==> src/rtl/tcs_pkg.sv <==
package tcs_pkg;

  typedef enum logic [1:0] {
    RES14 = 2'b00,
    RES12 = 2'b01,
    RES13 = 2'b10,
    RES11 = 2'b11
  } res_code_e;

  typedef enum logic {
    RUN_CONV  = 1'b0,
    RUN_RECOV = 1'b1
  } run_kind_e;

  // Durations in tenths of a millisecond
  localparam int unsigned T14_TENTHS   = 108;
  localparam int unsigned T13_TENTHS   = 62;
  localparam int unsigned T12_TENTHS   = 38;
  localparam int unsigned T11_TENTHS   = 24;
  localparam int unsigned RECOV_TENTHS = 150;

  function automatic int unsigned tenths_to_cycles(int unsigned tenths,
                                                   int unsigned clk_per_ms);
    int unsigned c;
    c = (tenths * clk_per_ms) / 10;
    return (c == 0) ? 1 : c;
  endfunction

endpackage

==> src/rtl/tcs_cfg_reg.sv <==
module tcs_cfg_reg
  import tcs_pkg::*;
#(
  parameter logic [4:0] RSVD_VAL = 5'b11101
) (
  input  logic       clk,
  input  logic       rst,
  input  logic       soft_rst,
  input  logic       wr_en,
  input  logic [7:0] wdata,
  input  logic       supply_low,
  output res_code_e  res,
  output logic [7:0] cfg
);

  res_code_e res_q;
  logic      supply_q;
  logic      wdata_unused;

  // Only bit 7 and bit 0 are writable
  assign wdata_unused = &{1'b0, wdata[6:1]};

  always_ff @(posedge clk) begin
    if (rst || soft_rst) begin
      res_q <= RES14;
    end else if (wr_en) begin
      res_q <= res_code_e'({wdata[7], wdata[0]});
    end
  end

  always_ff @(posedge clk) begin
    if (rst) supply_q <= 1'b0;
    else     supply_q <= supply_low;
  end

  assign res = res_q;
  assign cfg = {res_q[1], supply_q, RSVD_VAL, res_q[0]};

endmodule

==> src/rtl/tcs_busy_timer.sv <==
module tcs_busy_timer #(
  parameter int unsigned CNT_W = 8
) (
  input  logic             clk,
  input  logic             rst,
  input  logic             load,
  input  logic [CNT_W-1:0] load_val,
  output logic             busy,
  output logic             expire
);

  logic [CNT_W-1:0] cnt_q;
  logic             busy_q;

  always_ff @(posedge clk) begin
    if (rst) begin
      busy_q <= 1'b0;
      cnt_q  <= '0;
    end else if (load) begin
      busy_q <= 1'b1;
      cnt_q  <= load_val;
    end else if (busy_q) begin
      if (cnt_q == '0) busy_q <= 1'b0;
      else             cnt_q  <= cnt_q - 1'b1;
    end
  end

  assign busy   = busy_q;
  assign expire = busy_q && (cnt_q == '0);

endmodule

==> src/rtl/tcs_result_mask.sv <==
module tcs_result_mask
  import tcs_pkg::*;
#(
  parameter int W = 16
) (
  input  res_code_e      res,
  input  logic [W-1:0]   data,
  output logic [W-1:0]   masked
);

  for (genvar g = 0; g < W; g++) begin : g_bit
    logic keep;
    assign keep = (res == RES14 && g >= W - 14) ||
                  (res == RES13 && g >= W - 13) ||
                  (res == RES12 && g >= W - 12) ||
                  (res == RES11 && g >= W - 11);
    assign masked[g] = data[g] & keep;
  end

endmodule

==> src/rtl/temp_conv_seq.sv <==
module temp_conv_seq
  import tcs_pkg::*;
#(
  parameter int unsigned CLK_PER_MS = 10,
  parameter int          RESULT_W   = 16,
  parameter logic [4:0]  RSVD_VAL   = 5'b11101
) (
  input  logic                clk,
  input  logic                rst,
  input  logic                start_i,
  input  logic                reg_wr_i,
  input  logic [7:0]          reg_wdata_i,
  input  logic                soft_rst_i,
  input  logic                supply_low_i,
  input  logic [RESULT_W-1:0] adc_code_i,
  output logic                busy_o,
  output logic                done_o,
  output logic [RESULT_W-1:0] result_o,
  output logic [7:0]          cfg_o
);

  localparam int unsigned C14   = tenths_to_cycles(T14_TENTHS, CLK_PER_MS);
  localparam int unsigned C13   = tenths_to_cycles(T13_TENTHS, CLK_PER_MS);
  localparam int unsigned C12   = tenths_to_cycles(T12_TENTHS, CLK_PER_MS);
  localparam int unsigned C11   = tenths_to_cycles(T11_TENTHS, CLK_PER_MS);
  localparam int unsigned CREC  = tenths_to_cycles(RECOV_TENTHS, CLK_PER_MS);
  localparam int unsigned CMAX  = (CREC > C14) ? CREC : C14;
  localparam int unsigned CNT_W = $clog2(CMAX + 1);

  res_code_e             res_cur;
  res_code_e             res_run_q;
  run_kind_e             kind_q;
  logic                  busy;
  logic                  expire;
  logic                  accept_start;
  logic                  wr_ok;
  logic                  load;
  logic                  finish;
  logic [CNT_W-1:0]      conv_len;
  logic [CNT_W-1:0]      load_val;
  logic [RESULT_W-1:0]   masked;
  logic                  done_q;
  logic [RESULT_W-1:0]   result_q;

  assign accept_start = start_i && !busy && !soft_rst_i;
  assign wr_ok        = reg_wr_i && !busy && !soft_rst_i;
  assign load         = soft_rst_i || accept_start;

  always_comb begin
    unique case (res_cur)
      RES14:   conv_len = CNT_W'(C14 - 1);
      RES13:   conv_len = CNT_W'(C13 - 1);
      RES12:   conv_len = CNT_W'(C12 - 1);
      default: conv_len = CNT_W'(C11 - 1);
    endcase
  end

  assign load_val = soft_rst_i ? CNT_W'(CREC - 1) : conv_len;

  tcs_cfg_reg #(.RSVD_VAL(RSVD_VAL)) u_cfg (
    .clk        (clk),
    .rst        (rst),
    .soft_rst   (soft_rst_i),
    .wr_en      (wr_ok),
    .wdata      (reg_wdata_i),
    .supply_low (supply_low_i),
    .res        (res_cur),
    .cfg        (cfg_o)
  );

  tcs_busy_timer #(.CNT_W(CNT_W)) u_timer (
    .clk      (clk),
    .rst      (rst),
    .load     (load),
    .load_val (load_val),
    .busy     (busy),
    .expire   (expire)
  );

  tcs_result_mask #(.W(RESULT_W)) u_mask (
    .res    (res_run_q),
    .data   (adc_code_i),
    .masked (masked)
  );

  always_ff @(posedge clk) begin
    if (rst) begin
      kind_q    <= RUN_CONV;
      res_run_q <= RES14;
    end else if (soft_rst_i) begin
      kind_q    <= RUN_RECOV;
    end else if (accept_start) begin
      kind_q    <= RUN_CONV;
      res_run_q <= res_cur;
    end
  end

  assign finish = expire && (kind_q == RUN_CONV) && !soft_rst_i;

  always_ff @(posedge clk) begin
    if (rst) begin
      done_q   <= 1'b0;
      result_q <= '0;
    end else begin
      done_q <= finish;
      if (finish) result_q <= masked;
    end
  end

  assign busy_o   = busy;
  assign done_o   = done_q;
  assign result_o = result_q;

endmodule

==> config.mk <==
export PLATFORM = sky130hd
export DESIGN_NAME = temp_conv_seq
export DESIGN_NICKNAME = d
export VERILOG_FILES = /design/src/rtl/tcs_pkg.sv /design/src/rtl/tcs_cfg_reg.sv /design/src/rtl/tcs_busy_timer.sv /design/src/rtl/tcs_result_mask.sv /design/src/rtl/temp_conv_seq.sv
export SDC_FILE = /design/constraint.sdc
export NUM_CORES = 1
export LEC_CHECK = 0
export CORE_MARGIN = 2
export CORE_UTILIZATION = 30
export CTS_CLUSTER_SIZE = 30
export DETAILED_ROUTE_END_ITERATION = 8
export HOLD_SLACK_MARGIN = 0.02
export PLACE_DENSITY_LB_ADDON = 0.2
export SYNTH_ARGS = -nofsm -noshare
export SYNTH_HDL_FRONTEND = slang
export SYNTH_SLANG_ARGS = --single-unit
==> constraint.sdc <==
create_clock -name clk -period 2.1 [get_ports clk]
set_input_delay 0.315 -clock clk [delete_from_list [all_inputs] [get_ports clk]]
set_output_delay 0.315 -clock clk [all_outputs]
set_load 0.03 [all_outputs]
======== After elaboration in Yosys (flattened, before gate mapping) ========
Index checks and enable logic that the tools add are counted.
word-level totals
  register bits after elaboration ......... 30
  bits of input ports ..................... 30
  output and inout port bits .............. 26
  word-level logic and storage cells ...... 62
operators by class
  add/sub/neg operators ................... 1
  equal/unequal tests ..................... 6
  muxes and demuxes ....................... 10
  bitwise operators ....................... 16
  reduce and logical (&&, ||, !) cells .... 21
operators with widths
  operator                                           number
  2-to-1 mux 8 bit                                   4
  one-hot mux 7 bit (3 select lines)                 1
  bitwise AND 1 bit                                  14
  zero test 8 bit                                    1
  subtractor 8 x 1 -> 8 bit (second input constant)  1
  logical AND 1 bit                                  7
  == test 2 bit (second input constant)              3
  logical OR 1 bit                                   5
  2-to-1 mux 1 bit                                   5
  == test 2 x 1 -> 1 bit (second input constant)     2
  zero test 2 bit                                    2
  AND reduction 2 bit                                2
  nonzero test 2 bit                                 2
  zero test 1 bit                                    2
  != test 2 bit (second input constant)              1
  NOT 1 bit                                          2

======== Depth between registers and ports, before layout ========
Gate-level depths: netlist of run 1.
  depth in word-level cells ............... 6
  depth in mapped cells ................... 7
  gate-level depth less buffers ........... 6

======== Modules after synthesis ========
From an unflattened synthesis of run 1, not the netlist that was laid out.
unflattened totals
  cells, all modules ...................... 181
  area, all modules ....................... 1611.5 µm²
modules (own cells, without submodules)
  module           times used  cells each  area an instance (µm²)  seq. area each (µm²)
  temp_conv_seq    1           83          825.8                   400.4
  tcs_busy_timer   1           63          535.5                   180.2
  tcs_cfg_reg      1           18          163.9                   60.1
  tcs_result_mask  1           17          86.3                    0.0

======== Least setup slack after synthesis of run 1 ========
OpenSTA, ideal clock, no wires.
  kind .................................... register to register
  from .................................... reg u_timer.busy_q (netlist: u_timer.busy)
  to ...................................... reg result_q[6] (netlist: result_o[6])
  arrival ................................. 1.822 ns
  data required time ...................... 2.033 ns
  path slack .............................. 0.211 ns
  stages on the path, launching flop included .. 7
  clock period less this slack ............ 1.889 ns
  cell sequence ........................... dfxtp_1 -> buf_2 -> or4b_1 -> nor4_4 -> buf_6 -> nand2_1 -> a21oi_2
between the ends
  cells in the longest elaborated chain, start to end .. 3
ends and longest elaborated chain
  element                          line                  RTL
  from (decl)                      tcs_busy_timer.sv:13  logic busy_q;
  from (signal assigned)           tcs_busy_timer.sv:17  busy_q <= 1'b0;
  from (signal assigned)           tcs_busy_timer.sv:20  busy_q <= 1'b1;
  from (signal assigned)           tcs_busy_timer.sv:23  if (cnt_q == '0) busy_q <= 1'b0;
  logical AND 1 bit                tcs_busy_timer.sv:29  assign expire = busy_q && (cnt_q == '0);
  logical AND 1 bit (2 in series)  temp_conv_seq.sv:98   assign finish = expire && (kind_q == RUN_CONV) && !soft_rst_i;
  to (signal assigned)             temp_conv_seq.sv:106  if (finish) result_q <= masked;
  to (decl)                        temp_conv_seq.sv:43   logic [RESULT_W-1:0] result_q;
No other way between the ends.
A chain may end at the register's enable or synchronous reset.

======== Worst setup path after layout of run 1 ========
  from .................................... reg u_timer.cnt_q[0]
  to ...................................... reg result_q[3] (netlist: result_o[3])
between the ends
  cells in the longest elaborated chain, start to end .. 4
ends and longest elaborated chain
  element                          line                  RTL
  from (decl)                      tcs_busy_timer.sv:12  logic [CNT_W-1:0] cnt_q;
  from (signal assigned)           tcs_busy_timer.sv:21  cnt_q <= load_val;
  from (signal assigned)           tcs_busy_timer.sv:24  else cnt_q <= cnt_q - 1'b1;
  zero test 8 bit                  tcs_busy_timer.sv:29
  logical AND 1 bit                tcs_busy_timer.sv:29
  logical AND 1 bit (2 in series)  temp_conv_seq.sv:98
No other way between the ends.

==> metrics.csv, run 1 <==
metric,value,unit
LEAKAGE,0.756,nW
cell row count,25,
max-slew violations,0,
fmax,537,MHz
Core Area,0.00469,mm^2
crit end category,register,
Worst Path Max Fanout,14,
Ports,56,
Place WS,0.225,ns
diode count,0,
Filler cells,492,
Synth Instances,186,
"Arr. time, crit path",2.07,ns
final hold violations,0,
H-tree Lvls,2,
CP Class,reg2reg,
Max VDD drop,399,uV
"Setup Fix Bufs, Post-CTS",0,
DRT Pass-1 Iters,4,
post-layout util,43.8,%
Max Root-Sink Buffers,2,
Num CTS Buffers,5,
Antenna Nets Post-Route,0,
Synth cell types,39,
"Seq/Total Area, Yosys",41.2,%
synthesized area per cell,7.83,um^2
CP bufs+invs,2,
Die X,73.7,um
first-pass GRT wire length,5.79,mm
number of global-route vias before repair,1254,
clk_lat worst skew,0.28,ns
die extent in y,73.7,um
Yosys warnings,0,
GPL Wtd Cong,0.842,
Tot GR Track Use,14.0,%
Post-Synth XOR/XNOR Area,0.601,%
Post-Synth Adder-Cell Area,4.30,%
nets@finish,264,
starting density of the core,31.0,%
vias per inst,4.84,
worst-path cell chain,inv_1 > ha_1 > or4b_4 > nor4_4 > buf_12 > nand3b_1 > a21oi_1,
mux contribution to synthesized area,0,%
Finish-stage setup viols,0,
Worst EP required,2.31,ns
Mapped Area,0.00146,mm^2
R2R Setup Slk,0.24,ns
Post-DP Area,0.00191,mm^2
number of synthesized flops with an enable pin,0,
Slowest Stage Delay on Critical Path,0.50,ns
worst hold-check path type,reg2reg,
Iteration-0 DRC Markers,45,
Layout area overhead,41.2,%
cell class contributing the biggest share of worst-path delay,simple AND/OR/NAND/NOR gates,
layout cells sized above 1,10.0,%
largest net degree at the start of global routing,22,
final wirelength,3.54,mm
fin cells,284,
largest family of logic cells by synthesized area,simple AND/OR/NAND/NOR gates,
Post-CTS Resized,0,
CTS tree,built,
# DRC,0,
fin area,0.00206,mm^2
Pwr Density,772,mW/mm^2
"FFs w/ async S/R, synth",0,%
DIE AREA,0.00543,mm^2
top_reg_cell synth,dfxtp_1,
Setup TNS,0,ns
Placed Instances,276,
critical path startpoint category,register,
initial antenna violation count,0,
clock transition at the registers of the reported paths,0.06,ns
Via Count,1374,
Tot Pwr,1.59,mW
hold slack,0.447,ns
number of buffers added on ports,40,
setup ws final,0.238,ns
outcome,"complete, no violations",
grt total ovfl,0,
post-route clock period utilization,88.7,%
post-synthesis simple-gate area fraction,28.0,%
CTS Hold Bufs,0,
post-route clock skew,0.00583,ns
RSZ-0062 raised after global routing,no,
Max Cap Violations,0,
post-synthesis compound-gate area fraction,17.0,%
post-route minimum period,1.86,ns
hpwl dp,2.63,mm
per-cell routed wire length,12.5,um
clock root buffer,clkbuf_8,
slowest cell on the critical path,or4b_4,
"flops & latches, synth",30,
CTS Sinks,30,
## area by class of cell
cell class,count,area (um^2),area share (%)
Multi-Input combinational cell,139,753,36.6
Clock inverter,2,60.1,2.92
Sequential cell,30,601,29.2
Timing Repair Buffer,48,473,23.0
Clock buffer,6,82.6,4.02
Tap cell,54,67.6,3.29
Inverter,5,18.8,0.913
## registers in the layout, summed over array words and instances, names as in the netlist
name and count:
kind_q 1, u_timer.busy 1, result_o 14, u_cfg.res 2, u_cfg.supply_q 1, done_o 1
u_timer.cnt_q 8, res_run_q 2
## worst min-delay path, cell delays in order, from the launching register on
cell	delay [ns]
dfxtp_1	0.31
nand2_1	0.05
a21oi_1	0.05
## cells in the mapped netlist, drive strengths merged (2+ instances only)
cell | instances | area [um^2]
inv | 5 | 18.8
nor2b | 3 | 18.8
a21oi | 23 | 119
nand3 | 3 | 15.0
or4b | 2 | 23.8
ha | 5 | 62.6
conb | 2 | 7.51
or3 | 3 | 20.0
o21ai | 8 | 40.0
clkbuf | 7 | 26.3
dfxtp | 30 | 601
nand2 | 34 | 128
nor4 | 2 | 27.5
a21o | 2 | 15.0
nand4 | 4 | 25.0
nor2 | 19 | 71.3
buf | 10 | 76.3
a31oi | 3 | 18.8
nor3 | 7 | 35.0
## cell usage in the layout, fill, tap and decap left out, drive strengths merged, types with 3 or more instances in the layout
master and instances:
nor3 7, nor2b 3, buf 8, inv 5, a31oi 3, nand3 3
o21ai 8, nand4 4, nand2 34, nor2 19, clkbuf 6, ha 5
clkdlybuf4s50 40, a21oi 23, or3 3, dfxtp 30, conb 7
## routing by layer
metal	routed length, um	GRT usage [%]	vias to the layer above
met4	15	4.24	0
met2	1710	22.6	47
met1	1590	17.7	620
met3	228	4.66	2
li1	-	-	705
met5	0	0	-
## power by group
group	total, mW	switching, mW	internal [mW]
Sequential	0.613	0.0225	0.591
Clock	0.723	0.217	0.506
Combinational	0.252	0.137	0.115
## kinds of logic after synthesis
logic type | after synthesis
AOI/OAI and AO/OA | 43
xor gates and xnor gates | 1
adders and majority gates | 5
buffers and inverters | 22
DFF | 30
other | 2
and+or+nand+nor | 83
## worst paths after layout
path | startpoint | end | cells past startpoint
max | u_timer.cnt_q[0] | result_o[3] | 7
min | result_o[4] | result_o[4] | 2
max reg2reg | u_timer.cnt_q[0] | result_o[3] | 7
min reg2reg | result_o[4] | result_o[4] | 2
Note: power is estimated with default switching activity, not from simulation.
==> run 2, diff against run 1 <==
- CELL_PAD_IN_SITES_DETAIL_PLACEMENT: not set -> 1
- CELL_PAD_IN_SITES_GLOBAL_PLACEMENT: not set -> 1
- CTS_CLUSTER_DIAMETER: not set -> 100
==> metrics.csv, run 2 (same netlist as run 1, synthesis figures left out) <==
metric,value,unit,change
Tot GR Track Use,16.4,%,was 14.0%
per-cell routed wire length,14.7,um,was 12.5 um
CTS Sinks,30,,unchanged
"leading cell type in the layout, fill and taps excluded",clkdlybuf4s50_1,,unchanged
GPL Wtd Cong,0.866,,was 0.842
Via Count,1433,,"was 1,374"
Max Cap Violations,0,,unchanged
largest net degree at the start of global routing,18,,was 22
Slowest Stage Delay on Critical Path,0.51,ns,was 0.50 ns
hpwl dp,3.17,mm,was 2.63 mm
R2R Setup Slk,0.20,ns,was 0.24 ns
Antenna Nets Post-Route,0,,unchanged
area of the multi-input gates,753,um^2,unchanged
final hold violations,0,,unchanged
hold endpoint,result_o[14],,was result_o[4]
critical path startpoint category,register,,unchanged
Worst Path Max Fanout,14,,unchanged
vias per inst,5.06,,was 4.84
CP Class,reg2reg,,unchanged
post-route clock skew,0.00923,ns,was 0.00583 ns
Slew @ Worst Pin,0.532,ns,
Worst EP required,2.31,ns,about the same
first-pass GRT wire length,6.87,mm,was 5.79 mm
Filler cells,571,,was 492
RSZ-0062 raised after global routing,no,,unchanged
cell row count,25,,unchanged
Pwr Density,789,mW/mm^2,was 772 mW/mm^2
Clk pwr share,45.8,%,was 45.5%
grt total ovfl,0,,unchanged
fmax,526,MHz,was 537 MHz
Sw Pwr,396,uW,was 376 uW
DRT Pass-1 Iters,4,,unchanged
Ports,56,,unchanged
number of global-route vias before repair,1460,,"was 1,254"
CP Launch Point,u_timer.cnt_q[0],,unchanged
Reg power frac,38.2,%,was 38.6%
clock root buffer,clkbuf_8,,unchanged
diode count,0,,unchanged
initial antenna violation count,0,,unchanged
sw frac,24.7,%,was 23.7%
Finish-stage setup viols,0,,unchanged
number of buffers added on ports,40,,unchanged
starting density of the core,31.0,%,unchanged
Num CTS Buffers,5,,unchanged
Die X,73.7,um,unchanged
met1 GRT Util,20.3,%,was 17.7%
max-slew violations,0,,unchanged
Reg2Reg Launch Point,u_timer.cnt_q[0],,unchanged
final wirelength,4.15,mm,was 3.54 mm
die extent in y,73.7,um,unchanged
crit end category,register,,unchanged
nets@finish,263,,was 264
# DRC,0,,unchanged
"Arr. time, crit path",2.11,ns,was 2.07 ns
GRT met3 Usage,3.98,%,was 4.66%
grt peak-use layer,met2,,unchanged
"Setup Fix Bufs, Post-CTS",0,,unchanged
sequential cell area,601,um^2,unchanged
Comb pwr share,16.0,%,was 15.9%
Core Area,0.00469,mm^2,unchanged
Layout area overhead,39.8,%,was 41.2%
post-route clock period utilization,90.6,%,was 88.7%
worst hold-check path type,reg2reg,,unchanged
Setup TNS,0,ns,unchanged
Hold Path Depth,2,,unchanged
hold slack,0.454,ns,was 0.447 ns
Max VDD drop,328,uV,was 399 uV
outcome,"complete, no violations",,unchanged
Max Root-Sink Buffers,2,,unchanged
Iteration-0 DRC Markers,24,,was 45
LEAKAGE,0.748,nW,was 0.756 nW
CTS Hold Bufs,0,,unchanged
R2R depth,7,,unchanged
Int Power,1.21,mW,about the same
CTS tree,built,,unchanged
clock transition at the registers of the reported paths,0.07,ns,was 0.06 ns
slowest cell on the critical path,or4b_4,,unchanged
most frequent cells in the layout,"clkdlybuf4s50_1 (40), nand2_1 (34), dfxtp_1 (30)",,unchanged
HP Start,result_o[14],,was result_o[4]
layout cells sized above 1,9.61,%,was 10.0%
DIE AREA,0.00543,mm^2,unchanged
clk_lat worst skew,0.29,ns,was 0.28 ns
H-tree Lvls,2,,unchanged
FF-to-FF End,result_o[2],,was result_o[3]
Post-CTS Resized,0,,unchanged
Max transition margin,64.5,%,
GR Util met2,27.1,%,was 22.6%
Largest register FFs,14,,unchanged
worst-path cell chain,inv_1 > ha_1 > or4b_4 > nor4_4 > buf_4 > nand3_1 > a21oi_1,,was inv_1 > ha_1 > or4b_4 > nor4_4 > buf_12 > nand3b_1 > a21oi_1
post-route minimum period,1.90,ns,was 1.86 ns
run 2: cell type report:
class,count,area share (%)
Tap cell,54,3.32
Timing Repair Buffer,47,22.2
Multi-Input combinational cell,139,37.0
Sequential cell,30,29.5
Inverter,5,0.922
Clock buffer,6,4.06
Clock inverter,2,2.95
run 2: power by group through the flow:
stage / Sequential [mW] / Clock [mW] / Combinational [mW]
after floorplan: 0.632 / 0 / 0.156
after global placement: 0.624 / 0 / 0.250
after CTS: 0.613 / 0.750 / 0.258
after global routing: 0.617 / 0.776 / 0.284
after detailed placement: 0.626 / 0 / 0.255
final: 0.613 / 0.735 / 0.257
run 2: worst max path at each step:
stage / cells after the start / to
2_1_floorplan: 6 / result_o[6]
3_3_place_gp: 5 / u_timer.cnt_q[3]
3_5_place_dp: 7 / result_o[2]
4_1_cts: 7 / result_o[2]
5_1_grt: 7 / result_o[2]
6_report: 7 / result_o[2]
run 2: per-layer routing:
layer,up-vias,wire (um)
li1,700,-
met2,31,2090
met5,-,0
met1,695,1820
met4,0,63
met3,7,179
run 2: per-stage QoR:
step / worst slack, ns / util, % / cells / total power, mW / cell area [um^2]
2_1_floorplan: 0.211 / - / 191 / 0.788 / 1480
3_3_place_gp: 0.225 / 40.3 / 275 / 0.874 / 1890
3_5_place_dp: 0.200 / 40.3 / 275 / 0.881 / 1890
4_1_cts: 0.184 / 43.4 / 283 / 1.62 / 2040
5_1_grt: 0.0504 / 43.4 / 283 / 1.68 / 2040
6_report: 0.198 / 43.4 / 283 / 1.61 / 2040
run 2: worst max-delay path: cells and delay by family, from the launching register on:
kind,cells,cell delay (ns)
fa+ha+maj,1,0.17
buf+inv,2,0.34
simple gates,3,0.81
compound gates,1,0.15
flops,1,0.34
